**src/rtl/mc3c_pkg.sv**
```systemverilog
package mc3c_pkg;
    localparam int ADDR_W   = 8;
    localparam int OFF_W    = 3;
    localparam int SET_W    = 1;
    localparam int WAYS     = 2;
    localparam int SETS     = 1 << SET_W;
    localparam int TAG_W    = ADDR_W - OFF_W - SET_W;
    localparam int BLK_W    = ADDR_W - OFF_W;
    localparam int FA_DEPTH = WAYS * SETS;
    localparam int NUM_BLKS = 1 << BLK_W;

    typedef enum logic [1:0] {
        MC_HIT        = 2'd0,
        MC_COMPULSORY = 2'd1,
        MC_CAPACITY   = 2'd2,
        MC_CONFLICT   = 2'd3
    } miss_class_e;

    typedef struct packed {
        logic [TAG_W-1:0] tag;
        logic [SET_W-1:0] set;
        logic [OFF_W-1:0] off;
    } addr_fields_t;

    function automatic miss_class_e classify(input logic real_hit,
                                             input logic seen,
                                             input logic shadow_hit);
        if (real_hit)        return MC_HIT;
        else if (!seen)      return MC_COMPULSORY;
        else if (shadow_hit) return MC_CONFLICT;
        else                 return MC_CAPACITY;
    endfunction
endpackage

```
**src/rtl/mc3c_lru_bank.sv**
```systemverilog
module mc3c_lru_bank #(
    parameter int ENTRIES = 2,
    parameter int KEY_W   = 4
) (
    input  logic             clk,
    input  logic             rst,
    input  logic             touch_i,
    input  logic [KEY_W-1:0] key_i,
    output logic             hit_o
);
    localparam int IDX_W = (ENTRIES > 1) ? $clog2(ENTRIES) : 1;
    localparam logic [IDX_W-1:0] OLDEST = IDX_W'(ENTRIES - 1);

    logic [ENTRIES-1:0] valid_q;
    logic [KEY_W-1:0]   key_q [ENTRIES];
    logic [IDX_W-1:0]   age_q [ENTRIES];

    logic [ENTRIES-1:0] hit_vec;
    logic [ENTRIES-1:0] oldest_vec;
    logic [IDX_W-1:0]   hit_idx, free_idx, lru_idx, touch_idx;
    logic               has_free;

    for (genvar g = 0; g < ENTRIES; g++) begin : g_cmp
        assign hit_vec[g]    = valid_q[g] && (key_q[g] == key_i);
        assign oldest_vec[g] = (age_q[g] == OLDEST);
    end

    assign hit_o = |hit_vec;

    always_comb begin
        hit_idx  = '0;
        lru_idx  = '0;
        free_idx = '0;
        has_free = 1'b0;
        for (int i = ENTRIES - 1; i >= 0; i--) begin
            if (hit_vec[i])    hit_idx = IDX_W'(i);
            if (oldest_vec[i]) lru_idx = IDX_W'(i);
            if (!valid_q[i]) begin
                free_idx = IDX_W'(i);
                has_free = 1'b1;
            end
        end
        if (hit_o)         touch_idx = hit_idx;
        else if (has_free) touch_idx = free_idx;
        else               touch_idx = lru_idx;
    end

    always_ff @(posedge clk) begin
        if (rst) begin
            valid_q <= '0;
            for (int i = 0; i < ENTRIES; i++) begin
                key_q[i] <= '0;
                age_q[i] <= IDX_W'(i);
            end
        end else if (touch_i) begin
            for (int i = 0; i < ENTRIES; i++) begin
                if (IDX_W'(i) == touch_idx) begin
                    valid_q[i] <= 1'b1;
                    key_q[i]   <= key_i;
                    age_q[i]   <= '0;
                end else if (age_q[i] < age_q[touch_idx]) begin
                    age_q[i] <= age_q[i] + 1'b1;
                end
            end
        end
    end


    hit_unique_chk: assert property (@(posedge clk) disable iff (rst)
        $onehot0(hit_vec));


    lru_unique_chk: assert property (@(posedge clk) disable iff (rst)
        $onehot(oldest_vec));


    touched_mru_chk: assert property (@(posedge clk) disable iff (rst)
        touch_i |=> (valid_q[$past(touch_idx)] &&
                     key_q[$past(touch_idx)] == $past(key_i) &&
                     age_q[$past(touch_idx)] == '0));


    idle_hold_chk: assert property (@(posedge clk) disable iff (rst)
        !touch_i |=> $stable(valid_q));
endmodule

```
**src/rtl/mc3c_set_assoc.sv**
```systemverilog
module mc3c_set_assoc
    import mc3c_pkg::*;
(
    input  logic             clk,
    input  logic             rst,
    input  logic             touch_i,
    input  logic [SET_W-1:0] set_i,
    input  logic [TAG_W-1:0] tag_i,
    output logic             hit_o
);
    logic [SETS-1:0] set_hit;

    for (genvar s = 0; s < SETS; s++) begin : g_set
        mc3c_lru_bank #(
            .ENTRIES (WAYS),
            .KEY_W   (TAG_W)
        ) bank_i (
            .clk     (clk),
            .rst     (rst),
            .touch_i (touch_i && (set_i == SET_W'(s))),
            .key_i   (tag_i),
            .hit_o   (set_hit[s])
        );
    end

    assign hit_o = set_hit[set_i];
endmodule

```
**src/rtl/mc3c_seen_rec.sv**
```systemverilog
module mc3c_seen_rec
    import mc3c_pkg::*;
(
    input  logic             clk,
    input  logic             rst,
    input  logic             touch_i,
    input  logic [BLK_W-1:0] blk_i,
    output logic             seen_o
);
    logic [NUM_BLKS-1:0] seen_q;

    assign seen_o = seen_q[blk_i];

    always_ff @(posedge clk) begin
        if (rst)          seen_q <= '0;
        else if (touch_i) seen_q[blk_i] <= 1'b1;
    end


    mark_seen_chk: assert property (@(posedge clk) disable iff (rst)
        touch_i |=> seen_q[$past(blk_i)]);


    seen_hold_chk: assert property (@(posedge clk) disable iff (rst)
        !touch_i |=> $stable(seen_q));


    seen_grow_chk: assert property (@(posedge clk) disable iff (rst)
        $countones(seen_q) <= $countones($past(seen_q)) + 1);
endmodule

```
**src/rtl/mc3c_classifier.sv**
```systemverilog
module mc3c_classifier
    import mc3c_pkg::*;
(
    input  logic              clk,
    input  logic              rst,
    input  logic              acc_valid_i,
    input  logic [ADDR_W-1:0] acc_addr_i,
    input  logic              acc_store_i,
    output logic              res_valid_o,
    output logic              res_hit_o,
    output logic [1:0]        res_class_o
);
    addr_fields_t fld;
    logic [BLK_W-1:0] blk;
    logic real_hit, shadow_hit, seen;
    miss_class_e cls_d, cls_q;
    logic valid_q, hit_q;

    assign fld = addr_fields_t'(acc_addr_i);
    assign blk = {fld.tag, fld.set};

    mc3c_set_assoc real_i (
        .clk     (clk),
        .rst     (rst),
        .touch_i (acc_valid_i),
        .set_i   (fld.set),
        .tag_i   (fld.tag),
        .hit_o   (real_hit)
    );

    mc3c_lru_bank #(
        .ENTRIES (FA_DEPTH),
        .KEY_W   (BLK_W)
    ) shadow_i (
        .clk     (clk),
        .rst     (rst),
        .touch_i (acc_valid_i),
        .key_i   (blk),
        .hit_o   (shadow_hit)
    );

    mc3c_seen_rec seen_i (
        .clk     (clk),
        .rst     (rst),
        .touch_i (acc_valid_i),
        .blk_i   (blk),
        .seen_o  (seen)
    );

    assign cls_d = classify(real_hit, seen, shadow_hit);

    always_ff @(posedge clk) begin
        if (rst) begin
            valid_q <= 1'b0;
            hit_q   <= 1'b0;
            cls_q   <= MC_HIT;
        end else begin
            valid_q <= acc_valid_i;
            if (acc_valid_i) begin
                hit_q <= real_hit;
                cls_q <= cls_d;
            end
        end
    end

    assign res_valid_o = valid_q;
    assign res_hit_o   = hit_q;
    assign res_class_o = cls_q;


    res_due_chk: assert property (@(posedge clk) disable iff (rst)
        acc_valid_i |=> res_valid_o);


    res_quiet_chk: assert property (@(posedge clk) disable iff (rst)
        !acc_valid_i |=> !res_valid_o);


    hit_code_chk: assert property (@(posedge clk) disable iff (rst)
        res_valid_o |-> (res_hit_o == (res_class_o == 2'd0)));


    first_touch_chk: assert property (@(posedge clk) disable iff (rst)
        (acc_valid_i && !seen) |-> !real_hit && !shadow_hit);


    store_alloc_chk: assert property (@(posedge clk) disable iff (rst)
        (acc_valid_i && acc_store_i) |=> res_valid_o);
endmodule

```
**config.mk**
```make
export PLATFORM = sky130hd
export DESIGN_NAME = mc3c_classifier
export DESIGN_NICKNAME = d
export VERILOG_FILES = /design/src/rtl/mc3c_pkg.sv /design/src/rtl/mc3c_lru_bank.sv /design/src/rtl/mc3c_set_assoc.sv /design/src/rtl/mc3c_seen_rec.sv /design/src/rtl/mc3c_classifier.sv
export SDC_FILE = /design/constraint.sdc
export NUM_CORES = 1
export LEC_CHECK = 0
export BUFFER_PORTS_ARGS = -buffer_cell sky130_fd_sc_hd__buf_2
export CORE_ASPECT_RATIO = 0.6
export CORE_UTILIZATION = 55
export DETAILED_ROUTE_END_ITERATION = 10
export PLACE_DENSITY = 0.75
export SETUP_SLACK_MARGIN = 0.05
export SYNTH_ARGS = -nofsm -noshare
export SYNTH_HDL_FRONTEND = slang
export SYNTH_HIERARCHICAL = 1
export SYNTH_SLANG_ARGS = --single-unit
```
**constraint.sdc**
```tcl
create_clock -name clk -period 3 [get_ports clk]
set_input_delay 0.15 -clock clk [delete_from_list [all_inputs] [get_ports clk]]
set_output_delay 0.15 -clock clk [all_outputs]
set_load 0.01 [all_outputs]
```
# Yosys cells after proc, flatten, opt, wreduce, memory -nomap -nowiden
# Memories as Yosys holds them, arrays and structs flattened.
# Index checks and enable logic that the tools add are counted.
dict set report word_totals {
  regBits 44
  ram_bits 48
  output_inout_bits 4
  memories 6
}
dict set report classes {
  addsub 8
  order_cmp 11
  n_eq_ne 15
  mux 143
  bitwise 28
  reduce_logical 23
}
# memory depth width rd rd_clocked_by_memory_dff write_ports line_no
set mem_list {}
lappend mem_list {shadow_i.key_q 4 5 4 0 4 mc3c_lru_bank.sv:15} ;# logic [KEY_W-1:0] key_q [ENTRIES];
lappend mem_list {{real_i.g_set[0].bank_i.key_q} 2 4 2 0 2 mc3c_lru_bank.sv:15}
lappend mem_list {{real_i.g_set[1].bank_i.key_q} 2 4 2 0 2 mc3c_lru_bank.sv:15}
lappend mem_list {shadow_i.age_q 4 2 5 0 4 mc3c_lru_bank.sv:16} ;# logic [IDX_W-1:0] age_q [ENTRIES];
lappend mem_list {{real_i.g_set[0].bank_i.age_q} 2 1 3 0 2 mc3c_lru_bank.sv:16}
lappend mem_list {{real_i.g_set[1].bank_i.age_q} 2 1 3 0 2 mc3c_lru_bank.sv:16}
# operator count
set op_table {}
lappend op_table {{$mux W1} 109}
lappend op_table {{$mux W2} 24}
lappend op_table {{$or A32 B32 Y32} 1}
lappend op_table {{$or A1 B1 Y1} 24}
lappend op_table {{$eq A5 B5 Y1} 4}
lappend op_table {{$mux W5} 4}
lappend op_table {{$eq A4 B4 Y1} 4}
lappend op_table {{$mux W4} 4}
lappend op_table {{$reduce_and A2 Y1} 8}
lappend op_table {{$logic_and A1 B1 Y1} 11}
lappend op_table {{$add A2 B1 Y2 const B} 4}
lappend op_table {{$eq A2 B2 Y1 const B} 4}
lappend op_table {{$lt A2 B2 Y1} 4}
lappend op_table {{$lt A5 B6 Y1 const B} 1}
lappend op_table {{$bmux W1 S5} 1}
lappend op_table {{$demux W1 S5} 1}
lappend op_table {{$ge A5 B1 Y1 const B} 1}
lappend op_table {{$add A1 B1 Y1 const B} 4}
lappend op_table {{$eq A2 B2 Y1 const A} 2}
lappend op_table {{$lt A1 B1 Y1} 4}
lappend op_table {{$reduce_or A2 Y1} 2}
lappend op_table {{$reduce_or A4 Y1} 1}
lappend op_table {{$not A1 Y1} 3}
lappend op_table {{$eq A1 B2 Y1 const A} 1}
lappend op_table {{other kinds (2)} 2}

# Logic depth before layout (Yosys ltp)
# Gate-level depths: netlist (run 1).
# An unclocked memory read counts as a cell.
dict set report logic_depth {
  ltp_word 15
  depth_mapped 10
}

# Cells and area by module
# The synthesis (run 1) kept the hierarchy.
# module instances cells_each area_each_um2
set modules_own_cells {}
lappend modules_own_cells {{mc3c_lru_bank at shadow_i} 1 178 2026.9}
lappend modules_own_cells {mc3c_seen_rec 1 168 1473.9}
lappend modules_own_cells {{mc3c_lru_bank at real_i.g_set[0].bank_i ...} 2 48 598.1}
lappend modules_own_cells {mc3c_classifier 1 15 150.1}
lappend modules_own_cells {mc3c_set_assoc 1 3 31.3}

# Worst setup path before layout (run 1)
# No wires, ideal clock.
dict set report synth_path {
  path_type {register to register}
  startpoint {memory shadow_i/age_q[2][0] (netlist bit)}
  endpoint {memory shadow_i/age_q[3][0] (netlist bit) (enable)}
  t_arrival_ps 2484
  required_time_ps 2704
  path_slack_ps 220
  stages_incl_launch_ff 10
  period_less_slack_ps 2780
  path_cell_list {edfxtp_1 ha_1 nand2b_1 a211oi_1 nor2_1 a21o_1 a21oi_1 nor2b_1 a21o_1 or3_1}
}
# item line_no
set synth_lines {}
lappend synth_lines {{start: declaration} mc3c_lru_bank.sv:16}

==> flow_summary.ini, run 1 <==
[run_status]
status = finished, final reports clean

[clock_tree]
insertion_delay_ns = 0.35
cts_tree = yes
numClockSinks = 92
cts.clk_slew.worst_paths_ns = 0.07
clock_path_buffers = 2
htree_levels = 3
cts.hold.buffers_added = 0
cts_buffers = 9
root_buffer = clkbuf_16

[routing]
routed_wl_mm = 11.4
wire_per_inst_um = 18.5
viasPerCell = 6.12
ant_nets = 0
vias = 3763
firstDrtPassIters = 5
drtIter0Drc = 401
route.detailed.drc = 0

[sta]
fin_skew_ns = 0.00887
fmax_mhz = 347
hold_violations = 0
finalCriticalPeriod_ns = 2.88
slew_viol_final = 0
setup_viol = 0
tightestPinTransition_ns = 0.672
setup_ws_ns = 0.119
rsz0062_at_grt = false
fin_crit_sh = 0.960
holdWs_ns = 0.185
relSlewSlack = 0.550

[floorplan]
io_pins = 16
start_util = 0.570
die_area_sq_um = 9260
placementRows = 26
die_h_um = 75.0
core_sq_um = 8560
dieWidth_um = 124

[place]
io_buffer_count = 11
place.detailed.hpwl_mm = 7.75
placed_cell_area_sq_um = 5200
dpl_worst_slack_ns = -0.00396
gp_congestion = 0.889

[layout]
layout.nets = 514
layout_common_cells = edfxtp_1 (48), nor2_1 (46), dfxtp_1 (44), a21oi_1 (39), buf_4 (36)
utilization = 0.651
design_area_sq_um = 5570
n_antenna_cell = 0
final_common_cell = edfxtp_1
syn_to_final_growth_pct = 14.2
layout-drive-gt1-share = 0.237

[critical_path]
max_stage_delay_ns = 0.43
cp_num_cells = 10
reg2regPathDepth = 10
critPathRequiredTime_ns = 3.10
cp_num_buf_inv = 1
slowest_stage = or3_1
path_max_fanout = 7
cp-end-kind = flop
critPathKind = flop to flop
crit_chain = ha_1 -> nor2_1 -> o311ai_1 -> buf_4 -> and3_1 -> o311ai_4 -> o21ai_1 -> o22ai_4 -> a2111oi_2 -> or3_1
path_delay_family = compound AO/OA/AOI/OAI gates
cp_data_arrival_time_ns = 2.98
worstSetupStartpointType = flop

[synthesis]
synthDistinctLibCells = 79
synth_top_area_share = 0.295
yosys-top-cells-area = edfxtp_1 (30%), dfxtp_1 (18%), a21oi_1 (4.1%)
ys_seq_area_frac = 0.476
ys_async_sr_fraction = 0
postSynthCellCount = 460
synthesis.area_sq_um = 4880
synth_edf_count = 48
synth.avg_cell_area_sq_um = 10.6
yosys_warnings = 6
synth_top_cell_by_area = edfxtp_1
syn_nets = 476
synth_top_flop_cell = edfxtp_1
synth_seq_cells = 92

[global_routing]
gr-total-overflow = 0
grt_pass1_vias = 3313
grt_use_met1 = 0.374
grt_use_met3 = 0.0803
busiest_layer = met1
antenna_found_initial = 0
grt_max_degree = 39
grt_pass1_wl_mm = 17.3
grt_util_met2 = 0.360
grt.total_usage = 0.256

[job]
drv_cap = 0

[worst_hold_path]
whs_path_depth = 2
min_path_type = primary input to flop

[power_and_ir_drop]
leakagePower_uw = 0.00218
power_density_nw_per_um2 = 555
peakVddDrop_mv = 0.403
[timing repair]
| item | 4_1_cts | 5_1_grt |
|---|---|---|
| cloned | 0 | 0 |
| pin swaps | 0 | 6 |
| gates resized for setup | 3 | 10 |
| buffers inserted | 0 | 1 |
| hold endpoints to repair | 0 | 0 |
| endpoints found under the setup margin | 12 | 18 |
[through the flow]
stage | TNS, ns | instances | power (uW)
6_report | 0 | 615 | 3090
5_1_grt | 0 | 615 | 3190
4_1_cts | 0 | 614 | 3080
3_5_place_dp | -0.00791 | 598 | 1910
3_3_place_gp | 0 | 598 | 1890
2_1_floorplan | 0 | 460 | 1750
[state kept, by name (all words and copies together), names as in the netlist]
| signal | cells |
|---|---|
| shadow_i/valid_q | 4 |
| real_i/g_set.bank_i/key_q | 16 |
| seen_i/seen_q | 32 |
| real_i/g_set.bank_i/valid_q | 4 |
| shadow_i/age_q | 8 |
| real_i/g_set.bank_i/age_q | 4 |
| res_class_o | 2 |
| res_valid_o | 1 |
| shadow_i/key_q | 20 |
| res_hit_o | 1 |
[cell usage after synthesis, types with 3 or more instances]
library cell  number
dfxtp_1           44
a21oi_1           40
and2_2             5
inv_1             12
xor2_1            21
nor3_2             6
and3_2             3
and2_1            16
nand3_2            4
nor2b_1            5
or3b_1             3
a21o_1             5
xnor2_1           14
nand3b_1           5
buf_4              6
nor2_1            47
a21boi_0           3
nor3_1             6
edfxtp_1          48
and3_1            13
nand3_1            6
mux2i_1           16
nand2b_1           6
ha_1               4
o221ai_1           3
clkbuf_1           4
o21ai_0           13
or3_1              4
maj3_2             3
a41oi_1            3
nor3b_1            3
nand2_1           16
nor2_2             3
buf_6              4
buf_2              5
nor4_1             3
a31oi_1            4
[worst reg2reg max path, stage by stage, from the launching register on]
cell       delay (ns)
edfxtp_1         0.40
ha_1             0.24
nor2_1           0.12
o311ai_1         0.09
buf_4            0.17
and3_1           0.22
o311ai_4         0.36
o21ai_1          0.18
o22ai_4          0.31
a2111oi_2        0.12
or3_1            0.43
[metal layers]
| metal | wire [um] | up-vias |
|---|---|---|
| li1 | - | 1767 |
| met1 | 5520 | 1841 |
| met2 | 4840 | 141 |
| met3 | 872 | 14 |
| met4 | 140 | 0 |
| met5 | 0 | - |
[final cells by class]
class | count | area, sq um
Sequential cell | 92 | 2320
Fill cell | 670 | 2980
Timing Repair Buffer | 47 | 325
Multi-Input combinational cell | 335 | 2420
Tap cell | 112 | 140
Inverter | 13 | 48.8
Clock buffer | 11 | 275
Clock inverter | 5 | 37.5
[cells by family (layout without fill, tap and decap cells)]
group                      after synthesis  after routing  share of synthesized area
adders and majority gates                7              7                     0.0172
DFF                                     92             92                      0.476
AOI/OAI and AO/OA                      105            105                      0.155
and+or+nand+nor                        168            168                      0.207
buffers and inverters                   33             76                     0.0374
xor gates and xnor gates                36             36                     0.0662
muxes                                   19             19                     0.0413
[final timing paths]
| kind | endpoint | slack [ns] | from |
|---|---|---|---|
| max reg2reg | shadow_i/age_q[3][0]$_DFFE_PP_ | 0.12 | shadow_i/age_q[2][0]$_SDFFCE_PN0P_ |
| min | res_hit_o$_SDFFE_PP0P_ | 0.19 | rst |
| min reg2reg | seen_i/seen_q[22]$_SDFFE_PP0P_ | 0.47 | seen_i/seen_q[22]$_SDFFE_PP0P_ |
| max | shadow_i/age_q[3][0]$_DFFE_PP_ | 0.12 | shadow_i/age_q[2][0]$_SDFFCE_PN0P_ |
[where the power goes]
part / leakage (uW) / switching, uW / internal (uW) / total, uW
logic: 0.00118 / 283 / 204 / 488
registers: 0.000842 / 38.1 / 1390 / 1430
clock network: 0.000157 / 505 / 669 / 1170
total: 0.00218 / 826 / 2260 / 3090
(Power assumes the default switching activity.)
==> run 2, diff against run 1 <==
Settings changed: MAX_ROUTING_LAYER set to met4.
==> flow_summary.ini, run 2 (synthesis gave the netlist of run 1 again) <==
[clock_tree]
cts_tree = yes
root_buffer = clkbuf_16
cts_buffers = 9
clock_path_buffers = 2
insertion_delay_ns = 0.34
cts.clk_slew.worst_paths_ns = 0.07
htree_levels = 3
cts_setup_buffers = 0
numClockSinks = 92

[sta]
fmax_mhz = 348
fin_crit_sh = 0.957
slew_viol_final = 0
setup_viol = 0
fin_setup_tns_ns = 0
fin_skew_ns = 0.00890
hold_violations = 0
setup_ws_ns = 0.129
finalCriticalPeriod_ns = 2.87
relSlewSlack = 0.555
tightestPinTransition_ns = 0.664
rsz0062_at_grt = false

[routing]
vias = 3738
routed_wl_mm = 11.2
firstDrtPassIters = 4
route.detailed.drc = 0
wire_per_inst_um = 18.2
ant_nets = 0
drtIter0Drc = 441
viasPerCell = 6.08

[critical_path]
cp_num_buf_inv = 1
path_max_fanout = 7
crit_chain = ha_1 -> nand2b_1 -> a211oi_1 -> buf_4 -> nor2_2 -> a211oi_1 -> o21ai_1 -> o22ai_4 -> a2111oi_0 -> or3_1
r2r-start = shadow_i/age_q[2][0]$_SDFFCE_PN0P_
path_delay_family = compound AO/OA/AOI/OAI gates
max_stage_delay_ns = 0.39
cp_common_cell = a211oi_1
reg2regPathDepth = 10
cp_data_arrival_time_ns = 2.96
worstSetupStartpointType = flop
critPathRequiredTime_ns = 3.09
critPathKind = flop to flop
r2r_end = shadow_i/age_q[3][0]$_DFFE_PP_
r2r_slack_ns = 0.13
slowest_stage = edfxtp_1
cp-end-kind = flop

[place]
dpl_worst_slack_ns = 0.0770
place.detailed.hpwl_mm = 7.73
gp_congestion = 0.883
placed_cell_area_sq_um = 5210
post-place-cells = 599
io_buffer_count = 11

[layout]
largest_register = seen_i/seen_q
stdcell_count = 615
layout_common_cells = edfxtp_1 (48), nor2_1 (46), dfxtp_1 (44), a21oi_1 (39), buf_4 (36)
layout-drive-gt1-share = 0.233
reg_top3 = seen_i/seen_q x32, shadow_i/key_q x20, real_i/g_set.bank_i/key_q x16
final_common_cell = edfxtp_1
layout.nets = 514
syn_to_final_growth_pct = 14.0
utilization = 0.650
n_antenna_cell = 0
largest_register_ffs = 32
design_area_sq_um = 5560

[floorplan]
io_pins = 16
die_area_sq_um = 9260
placementRows = 26
dieWidth_um = 124
core_sq_um = 8560
start_util = 0.570
die_h_um = 75.0

[global_routing]
grt_pass1_wl_mm = 17.6
antenna_found_initial = 0
grt_pass1_vias = 3393
grt.total_usage = 0.267
grt_max_degree = 37
gr-total-overflow = 0

[run_status]
status = finished, final reports clean

[power_and_ir_drop]
power_density_nw_per_um2 = 553
leakagePower_uw = 0.00218
peakVddDrop_mv = 0.320

[job]
drv_cap = 0

[worst_hold_path]
hp-start = rst
min_path_type = primary input to flop
whs_path_depth = 2
hold_end = real_i/g_set[0].bank_i/valid_q[0]$_SDFFE_PP0P_
[run 2: cell types whose count changed in the layout (fill, tap and decap cells not counted), moves of 2 or more]
cell / change
a2111oi_2: -2
clkbuf_16: -2
clkbuf_8: +2
inv_6: -2
[run 2: per-layer routing]
| metal | up-vias | track usage | share of wire |
|---|---|---|---|
| li1 | 1766 | - | - |
| met2 | 150 | 0.372 | 0.42 |
| met3 | 13 | 0.0644 | 0.086 |
| met1 | 1809 | 0.387 | 0.48 |
| met5 | - | - | 0 |
| met4 | 0 | 0.0616 | 0.012 |
[run 2: worst max-delay path by stage]
stage | startpoint | endpoint | slack (ns) | cells after the start
final | shadow_i/age_q[2][0]$_SDFFCE_PN0P_ | shadow_i/age_q[3][0]$_DFFE_PP_ | 0.13 | 10
after global routing | shadow_i/age_q[2][0]$_SDFFCE_PN0P_ | shadow_i/age_q[3][0]$_DFFE_PP_ | 0.01 | 10
after CTS | shadow_i/age_q[2][0]$_SDFFCE_PN0P_ | shadow_i/age_q[3][0]$_DFFE_PP_ | 0.05 | 10
after detailed placement | shadow_i/age_q[2][0]$_SDFFCE_PN0P_ | shadow_i/age_q[3][0]$_DFFE_PP_ | 0.08 | 10
after global placement | shadow_i/age_q[2][0]$_SDFFCE_PN0P_ | shadow_i/age_q[3][0]$_DFFE_PP_ | 0.12 | 10
after floorplan | shadow_i/age_q[2][0]$_SDFFCE_PN0P_ | shadow_i/age_q[3][0]$_DFFE_PP_ | 0.22 | 9
[run 2: through the flow]
stage | total power [uW] | hold WS (ns)
global route | 3190 | 0.158
detailed placement | 1910 | 0.454
CTS | 3070 | 0.135
floorplan | 1750 | 0.212
global placement | 1890 | 0.442
finish | 3070 | 0.144
[run 2: timing repair]
item                                    4_1_cts  5_1_grt
resized for setup                             0       10
endpoints found under the setup margin        0       19
hold buffers                                  0        0
[run 2: area by class of cell]
cell class	count	area (sq um)
Clock inverter	5	58.8
Tap cell	112	140
Multi-Input combinational cell	335	2410
Clock buffer	11	253
Inverter	13	48.8
Sequential cell	92	2320
Timing Repair Buffer	47	325
Fill cell	672	3000
[run 2: power breakdown]
part	switching (uW)	internal, uW
clock network	473	693
logic	277	202
registers	36.9	1390
total	787	2290
==> run 3, diff against run 2 <==
Settings changed: PLACE_DENSITY 0.75 to 0.72.
Clock period 3 ns to 3.16 ns, I/O delays scaled along.
==> flow_summary.ini, run 3 (synthesis gave the netlist of run 1 again) <==
[floorplan]
placementRows = 26
core_sq_um = 8560
start_util = 0.570
die_h_um = 75.0
dieWidth_um = 124
die_area_sq_um = 9260
io_pins = 16

[worst_hold_path]
whs_path_depth = 2
min_path_type = primary input to flop

[clock_tree]
htree_levels = 3
cts_tree = yes
cts.hold.buffers_added = 0
cts.clk_slew.worst_paths_ns = 0.06
clock_path_buffers = 2
root_buffer = clkbuf_16
insertion_delay_ns = 0.35
numClockSinks = 92
cts_buffers = 9

[place]
io_buffer_count = 11
place.detailed.hpwl_mm = 7.54
dpl_worst_slack_ns = 0.154
post-place-cells = 582
gp_congestion = 0.934

[routing]
drtIter0Drc = 365
wire_per_inst_um = 18.2
firstDrtPassIters = 5
vias = 3603
routed_wl_mm = 10.9
ant_nets = 0
route.detailed.drc = 0
viasPerCell = 6.02

[sta]
relSlewSlack = 0.554
hold_violations = 0
holdWs_ns = 0.268
rsz0062_at_grt = false
setup_ws_ns = 0.208
fin_crit_sh = 0.934
setup_viol = 0
finalCriticalPeriod_ns = 2.95
fin_skew_ns = 0.00837
slew_viol_final = 0
tightestPinTransition_ns = 0.666
fmax_mhz = 339
fin_setup_tns_ns = 0

[global_routing]
grt_max_degree = 50
grt.total_usage = 0.257
antenna_found_initial = 0
gr-total-overflow = 0
grt_pass1_wl_mm = 16.7
grt_pass1_vias = 3197

[layout]
final_common_cell = edfxtp_1
stdcell_count = 599
largest_register = seen_i/seen_q
largest_register_ffs = 32
syn_to_final_growth_pct = 10.7
layout-drive-gt1-share = 0.197
layout.nets = 498
layout_common_cells = edfxtp_1 (48), nor2_1 (47), dfxtp_1 (44), a21oi_1 (40), xor2_1 (21)
reg_top3 = seen_i/seen_q x32, shadow_i/key_q x20, real_i/g_set.bank_i/key_q x16
n_antenna_cell = 0

[power_and_ir_drop]
peakVddDrop_mv = 0.291
power_density_nw_per_um2 = 528
total_power_uw = 2850
leakagePower_uw = 0.00209

[critical_path]
cp-end-kind = flop
critPathRequiredTime_ns = 3.25
cp_data_arrival_time_ns = 3.04
r2r_slack_ns = 0.21
worstSetupStartpointType = flop
reg2regPathDepth = 9
path_max_fanout = 8
critPathKind = flop to flop

[job]
drv_cap = 0

[run_status]
status = finished, final reports clean
## run 3: cell types whose count changed in the layout (fill, tap and decap cells not counted), sizes merged
cell / delta
buf: -16
clkinv: +1
inv: -1
## run 3: layout make-up
type	instances	area (sq um)
fillers	679	3160
multi-input cells	335	2380
flip-flops and latches	92	2320
clock buffers	11	253
repair buffers	31	205
well taps	112	140
clock inverters	5	50.0
inverters	13	48.8
## run 3: critical path, cell delays in order, from the launching register on
cell       delay, ns
edfxtp_1        0.45
ha_1            0.26
nor2_1          0.10
o311ai_1        0.10
and3_1          0.26
o311ai_4        0.40
o21ai_0         0.20
o22ai_2         0.37
a2111oi_0       0.17
or3_1           0.40
## run 3: metrics by stage
stage,util,cell area (sq um)
after CTS,0.629,5390
after global routing,0.631,5400
after detailed placement,0.594,5080
final,0.631,5400
after global placement,0.594,5080
after floorplan,-,4880
## run 3: final timing paths
path                                   from                             end
max          shadow_i/age_q[3][0]$_DFFE_PP_  shadow_i/age_q[3][1]$_DFFE_PP_
min                             acc_valid_i          res_valid_o$_SDFF_PP0_
min reg2reg  seen_i/seen_q[18]$_SDFFE_PP0P_  seen_i/seen_q[18]$_SDFFE_PP0P_
max reg2reg  shadow_i/age_q[3][0]$_DFFE_PP_  shadow_i/age_q[3][1]$_DFFE_PP_
## run 3: power breakdown
group / total (uW) / internal, uW / switching, uW
Combinational: 406 / 157 / 248
Sequential: 1360 / 1320 / 36.4
Clock: 1090 / 650 / 437
Total: 2850 / 2130 / 722
## run 3: routing by layer
layer	wire (um)	part of all wire	track usage	up-vias
li1	-	-	-	1729
met1	5310	0.49	0.373	1745
met2	4690	0.43	0.349	120
met3	845	0.077	0.0697	9
met4	80	0.0073	0.0643	0
met5	0	0	-	-
## run 3: repair_timing
item                                    CTS  global route
gates resized for setup                   0             3
endpoints found under the hold margin     0             0
endpoints found under the setup margin    0            16
buffers inserted                          0             1
